[config.mk]
export PLATFORM = sky130hd
export DESIGN_NAME = xbar_diag_shifter
export DESIGN_NICKNAME = d
export VERILOG_FILES = /design/src/rtl/xbar_pkg.sv /design/src/rtl/xbar_amt_decoder.sv /design/src/rtl/xbar_sel_check.sv /design/src/rtl/xbar_diag_array.sv /design/src/rtl/xbar_diag_shifter.sv
export SDC_FILE = /design/constraint.sdc
export NUM_CORES = 1
export LEC_CHECK = 0
export ABC_AREA = 1
export CAP_MARGIN = 5
export CORE_ASPECT_RATIO = 1.4
export CORE_MARGIN = 10
export CORE_UTILIZATION = 58
export CTS_CLUSTER_DIAMETER = 100
export DETAILED_ROUTE_END_ITERATION = 8
export GPL_ROUTABILITY_DRIVEN = 0
export GPL_TIMING_DRIVEN = 1
export PLACE_DENSITY = 0.95
export SLEW_MARGIN = 10
export SYNTH_ARGS = -nofsm -noshare
export SYNTH_HDL_FRONTEND = slang
export SYNTH_SLANG_ARGS = --single-unit
[constraint.sdc]
create_clock -name clk -period 9.8 [get_ports clk]
set_clock_uncertainty 0.15 [all_clocks]
set_input_delay 1.96 -clock clk [delete_from_list [all_inputs] [get_ports clk]]
set_output_delay 1.96 -clock clk [all_outputs]
set_load 0.005 [all_outputs]
[src/rtl/xbar_pkg.sv]
package xbar_pkg;
  typedef enum logic {
    MODE_SHIFT  = 1'b0,
    MODE_ROTATE = 1'b1
  } xbar_mode_e;
endpackage

[src/rtl/xbar_amt_decoder.sv]
module xbar_amt_decoder
  import xbar_pkg::*;
#(
  parameter int WIDTH = 8,
  parameter int AMT_W = $clog2(WIDTH) + 2
) (
  input  logic                    clk,
  input  logic                    rst_n,
  input  logic signed [AMT_W-1:0] amt_i,
  input  xbar_mode_e              mode_i,
  output logic [2*WIDTH-2:0]      vec_o,
  output logic                    range_err_o
);
  localparam int NSEL  = 2 * WIDTH - 1;
  localparam int IDX_W = $clog2(NSEL);

  logic signed [AMT_W-1:0] amt_q;

  // Only this register sits in front of the crossbar.
  always_ff @(posedge clk or negedge rst_n) begin
    if (!rst_n) amt_q <= '0;
    else        amt_q <= amt_i;
  end

  function automatic logic amt_in_range(input int a);
    return (a >= -(WIDTH - 1)) && (a <= WIDTH - 1);
  endfunction

  function automatic logic [IDX_W-1:0] shift_line(input int a);
    return IDX_W'(a + WIDTH - 1);
  endfunction

  function automatic logic [IDX_W-1:0] rotate_line(input int a);
    return (a < 0) ? IDX_W'(a + WIDTH) : IDX_W'(a);
  endfunction

  int          amt_int;
  logic        in_range;
  logic [IDX_W-1:0] line_idx;

  always_comb begin
    amt_int  = int'(amt_q);
    in_range = amt_in_range(amt_int);
    line_idx = (mode_i == MODE_ROTATE) ? rotate_line(amt_int) : shift_line(amt_int);
    vec_o    = in_range ? (NSEL'(1) << line_idx) : '0;
  end

  assign range_err_o = !in_range;

  // every in-range captured amount selects exactly one diagonal
  assert_dec_onehot_R6: assert property (@(posedge clk) disable iff (!rst_n)
    !range_err_o |-> ($countones(vec_o) == 1));
endmodule

[src/rtl/xbar_sel_check.sv]
module xbar_sel_check
  import xbar_pkg::*;
#(
  parameter int WIDTH = 8
) (
  input  logic [2*WIDTH-2:0] vec_i,
  input  xbar_mode_e         mode_i,
  output logic               sel_ok_o
);
  localparam int NSEL = 2 * WIDTH - 1;

  logic exactly_one;
  logic upper_clear;

  assign exactly_one = ($countones(vec_i) == 1);
  // Rotate mode only has the WIDTH joined diagonals at the bottom of the vector.
  assign upper_clear = (vec_i[NSEL-1:WIDTH] == '0);
  assign sel_ok_o    = exactly_one && ((mode_i == MODE_SHIFT) || upper_clear);
endmodule

[src/rtl/xbar_diag_array.sv]
module xbar_diag_array
  import xbar_pkg::*;
#(
  parameter int WIDTH = 8
) (
  input  logic [WIDTH-1:0]   data_i,
  input  logic [WIDTH-1:0]   lit_i,
  input  logic [2*WIDTH-2:0] sel_i,
  input  xbar_mode_e         mode_i,
  output logic [WIDTH-1:0]   net_o
);
  localparam int NSEL = 2 * WIDTH - 1;

  logic [NSEL-1:0]  sh_term [WIDTH];
  logic [WIDTH-1:0] rt_term [WIDTH];
  logic [WIDTH-1:0] sh_out;
  logic [WIDTH-1:0] rt_out;

  for (genvar y = 0; y < WIDTH; y++) begin : g_out
    // Shift diagonals: line k moves input bit (y - (k-(WIDTH-1))) to output y.
    for (genvar k = 0; k < NSEL; k++) begin : g_shdiag
      localparam int SRC = y - k + (WIDTH - 1);
      if (SRC >= 0 && SRC < WIDTH) begin : g_data
        assign sh_term[y][k] = sel_i[k] & data_i[SRC];
      end else begin : g_fill
        assign sh_term[y][k] = sel_i[k] & lit_i[y];
      end
    end
    // Joined diagonals: line r wraps the word by r places.
    for (genvar r = 0; r < WIDTH; r++) begin : g_rtdiag
      localparam int RSRC = (y - r + WIDTH) % WIDTH;
      assign rt_term[y][r] = sel_i[r] & data_i[RSRC];
    end
    assign sh_out[y] = |sh_term[y];
    assign rt_out[y] = |rt_term[y];
  end

  assign net_o = (mode_i == MODE_ROTATE) ? rt_out : sh_out;
endmodule

[src/rtl/xbar_diag_shifter.sv]
module xbar_diag_shifter
  import xbar_pkg::*;
#(
  parameter int WIDTH = 8,
  parameter int AMT_W = $clog2(WIDTH) + 2
) (
  input  logic                    clk,
  input  logic                    rst_n,
  input  logic [WIDTH-1:0]        data_i,
  input  logic [WIDTH-1:0]        lit_i,
  input  logic                    rot_i,
  input  logic                    use_dec_i,
  input  logic [2*WIDTH-2:0]      sel_i,
  input  logic signed [AMT_W-1:0] amt_i,
  output logic [WIDTH-1:0]        data_o,
  output logic                    err_o
);
  localparam int NSEL = 2 * WIDTH - 1;
  localparam int ZERO_LINE = WIDTH - 1;

  xbar_mode_e      mode;
  logic [NSEL-1:0] dec_vec;
  logic            dec_range_err;
  logic [NSEL-1:0] sel_used;
  logic            sel_ok;
  logic [WIDTH-1:0] net_word;

  assign mode = rot_i ? MODE_ROTATE : MODE_SHIFT;

  xbar_amt_decoder #(.WIDTH(WIDTH), .AMT_W(AMT_W)) u_dec (
    .clk         (clk),
    .rst_n       (rst_n),
    .amt_i       (amt_i),
    .mode_i      (mode),
    .vec_o       (dec_vec),
    .range_err_o (dec_range_err)
  );

  assign sel_used = use_dec_i ? dec_vec : sel_i;

  xbar_sel_check #(.WIDTH(WIDTH)) u_chk (
    .vec_i    (sel_used),
    .mode_i   (mode),
    .sel_ok_o (sel_ok)
  );

  xbar_diag_array #(.WIDTH(WIDTH)) u_arr (
    .data_i (data_i),
    .lit_i  (lit_i),
    .sel_i  (sel_used),
    .mode_i (mode),
    .net_o  (net_word)
  );

  assign err_o  = !sel_ok || (use_dec_i && dec_range_err);
  assign data_o = err_o ? '0 : net_word;

  // an error never lets data through
  assert_zero_on_err_R5: assert property (@(posedge clk) disable iff (!rst_n)
    err_o |-> (data_o == '0));

  // the centre diagonal is an identity in shift mode
  assert_centre_identity_R3: assert property (@(posedge clk) disable iff (!rst_n)
    (!rot_i && !err_o && sel_used[ZERO_LINE]) |-> (data_o == data_i));

  // one place left, bit 0 from the literal
  assert_left_one_R1: assert property (@(posedge clk) disable iff (!rst_n)
    (!rot_i && !err_o && sel_used[ZERO_LINE+1]) |->
      (data_o[WIDTH-1:1] == data_i[WIDTH-2:0]) && (data_o[0] == lit_i[0]));

  // one place right, top bit from the literal
  assert_right_one_R2: assert property (@(posedge clk) disable iff (!rst_n)
    (!rot_i && !err_o && sel_used[ZERO_LINE-1]) |->
      (data_o[WIDTH-2:0] == data_i[WIDTH-1:1]) && (data_o[WIDTH-1] == lit_i[WIDTH-1]));

  // a rotation neither gains nor loses set bits
  assert_rot_popcount_R4: assert property (@(posedge clk) disable iff (!rst_n)
    (rot_i && !err_o) |-> ($countones(data_o) == $countones(data_i)));

  // an out-of-range decoded amount always reaches the error output
  assert_dec_range_R7: assert property (@(posedge clk) disable iff (!rst_n)
    (use_dec_i && dec_range_err) |-> err_o);
endmodule

==> results.tsv, run 1 <==
stage	metric	value	unit
routing	Post-DRT Antenna Nets	0	
critical_path	Worst EP required	7690	ps
synth	cell area after synthesis	2500	um2
routing	DR vias	3245	
sta	max-slew violations	0	
synth	simple-gate share of the synthesized area	50.9	%
min_path	Hold Crit Class	input port to asynchronous set/reset pin	
layout	Final #Nets	568	
place	Final HPWL DP	6910	um
layout	register with the most flip-flops	u_dec.amt_q	
critical_path	Arr. time, crit path	7390	ps
power	Overall Power	327	uW
global_route	first-pass GRT wire length	14400	um
synth	ys async rst share	100	%
layout	# diodes	0	
floorplan	die height	97.7	um
job	max cap viols	0	
sta	Setup-failing EPs final	0	
synth	Ys Warns	0	
floorplan	Initial Util	59.5	%
sta	Final Critical Period	9500	ps
synth	Syn Inst Count	454	
synth	top-count cell post-synth	nand2_1	
place	placed cell count	537	
critical_path	Critical Path Fanout Max	35	
synth	mux cell area share after synthesis	0	%
synth	Yosys top cell area share	17.7	%
layout	share of cells above drive strength 1	12.7	%
routing	WL per Instance	16.1	um
clocking	CTS buffer count	3	
global_route	initial antenna violation count	0	
routing	vias per cell	5.98	
synth	post-synth cell types	31	
sta	Final Hold Viols	0	
sta	Slew HR	65.5	%
sta	setup_tns	0	ps
clocking	Longest Clk Path Bufs	2	
global_route	GR Util All Layers	23.9	%
routing	Met3 Routed Length	919	um
floorplan	die span in x	75.5	um
place	Port Buf Inserts	48	
clocking	CTS root buf	clkbuf_8	
layout	Final Cell Area	3080	um2
power	PwrDens	106	nW/um2
clocking	Clock transition at path regs	30	ps
outcome	status	complete, no violations	
synth	Synth area leaders	nand2_1 18%, nand3_1 12%, ha_1 9.5%, inv_1 9.2%, nor2_1 8.7%	
layout	Largest regs	u_dec.amt_q x5	
synth	biggest area consumer among synthesized cells	nand2_1	
sta	Final period util	97.0	%
synth	synth cell count leaders	118 x nand2_1, 62 x nand3_1, 61 x inv_1	
layout	final-layout fill cell count	351	
layout	max reg flops	5	
layout	Synth-to-Final Area Change	23.1	%
critical_path	crit path from	use_dec_i	
power	Pleak	0.00157	uW
sta	RSZ-0062 raised after global routing	false	
power	worst vdd ir	0.0872	mV
floorplan	die area	7380	um2
global_route	Overflow after GRT	0	
layout	Finished Layout Cells	543	
floorplan	io pins	49	
place	Area after DPL	3000	um2
synth	Most used DFF post-synth	dfrtp_1	
synth	Syn Area/Cell	5.51	um2
synth	xor/xnor share of the synthesized area	0	%
synth	Synth Net Count	523	
global_route	vias in the first global route	3191	
clocking	H-tree depth	1	
synth	register area share after synthesis	5.00	%
critical_path	critical path type	input port to output pin	
global_route	pin count of the biggest net entering global routing	36	
critical_path	Crit. End Element	output pin	
synth	Synth Area in Compound Gates	13.3	%
clocking	hold-fix buffers at CTS	0	
synth	synthesized flop and latch total	5	
synth	Synth Area in Adders	17.5	%
critical_path	Startpoint Class	input port	
clocking	CTS tree	built	
critical_path	Setup crit end	data_o[6]	
sta	Worst Tran Pin Value	513	ps
sta	Fmax	0.105	GHz
routing	wl on met1	2930	um
floorplan	total core area	4200	um2
routing	drt total wl	8730	um
synth	EDFF count, synth	0	
routing	Pre-Repair DR Iteration Count	6	
routing	DR top layer	met4	
clocking	clk sink count	5	
routing	metal2 WL	4220	um
routing	drt drc	0	
routing	initial DRC count	471	
synth	largest family of logic cells by synthesized area	simple AND/OR/NAND/NOR gates	
floorplan	num rows	28	
worst max-delay path, stage by stage:
cell             delay (ps)
clkdlybuf4s50_1         500
buf_12                  200
o21ai_0                 240
nand3_2                 210
inv_1                   130
ha_1                    300
inv_1                    50
fa_1                    530
inv_1                    60
fa_1                    490
inv_1                    50
fa_1                    490
inv_1                    40
ha_1                    210
fa_1                    440
nor3_1                  230
nand3_2                 180
a21oi_4                 280
nand2_1                 100
a21oi_1                 160
clkdlybuf4s50_1         530
cell families after synthesis:
logic type / Yosys count
and+or+nand+nor: 284
AOI/OAI and AO/OA: 54
buffers and inverters: 82
DFF: 5
adders and majority gates: 29
area by class of cell:
type                            instances  area, um2  share of cell area [%]
Timing Repair Buffer                   53        537                    17.4
Multi-Input combinational cell        368       2060                    66.9
Sequential cell                         5        125                    4.06
Inverter                               68        255                    8.29
Clock buffer                            4       45.0                    1.46
Tap cell                               45       56.3                    1.83
worst min-delay path by stage:
stage	from	endpoint	slack, ps	cells past startpoint
detailed placement	rst_n	u_dec.amt_q[0]$_DFF_PN0_	2050	1
floorplan	rst_n	u_dec.amt_q[0]$_DFF_PN0_	1510	0
global placement	rst_n	u_dec.amt_q[0]$_DFF_PN0_	2030	1
CTS	rst_n	u_dec.amt_q[2]$_DFF_PN0_	1810	1
global route	rst_n	u_dec.amt_q[2]$_DFF_PN0_	1810	1
finish	rst_n	u_dec.amt_q[2]$_DFF_PN0_	1810	1
layer usage:
metal / global-route usage [%] / vias up
met2: 39.4 / 252
met3: 5.11 / 80
met1: 25.9 / 1395
li1: - / 1518
met4: 16.1 / 0
met5: 0 / -
repair_timing:
item	4_1_cts	5_1_grt
setup endpoints to repair	0	9
gates resized for setup	0	4
buffers inserted	0	1
per-stage QoR:
| step | hold WS (ps) | worst slack, ps | utilization, % |
|---|---|---|---|
| finish | 1810 | 297 | 73.2 |
| global route | 1810 | 42.2 | 73.2 |
| CTS | 1810 | 59.7 | 72.5 |
| detailed placement | 2050 | 84.5 | 71.5 |
| global placement | 2030 | 220 | 71.5 |
| floorplan | 1510 | 1720 | - |
power breakdown:
part           switching (uW)  internal [uW]
sequential               1.87           21.8
combinational             153            112
clock                    10.4           27.9
total                     165            162
layout by cell type (no fill, tap or decap), types with 5 or more instances in the layout:
cell             Yosys  routed
a21oi_1             17      17
nor2_1              58      58
o21ai_0             17      17
inv_1               61      61
nand3_1             62      61
o21ai_1             10      10
or2_2               12      12
dfrtp_1              5       5
nand2_1            118     117
ha_1                19      19
nand2_2             22      23
clkdlybuf4s50_1      0      47
fa_1                10      10
inv_2                7       7
Power figures use the tool's default switching activity.
==> inputs of run 2 (changes only) <==
--- a/config.mk
+++ b/config.mk
@@ -19,3 +19,4 @@
 export SYNTH_ARGS = -nofsm -noshare
 export SYNTH_HDL_FRONTEND = slang
 export SYNTH_SLANG_ARGS = --single-unit
+export TNS_END_PERCENT = 20
==> results of run 2 <==
No change in the layout: final DEF, timing and power equal those of run 1.
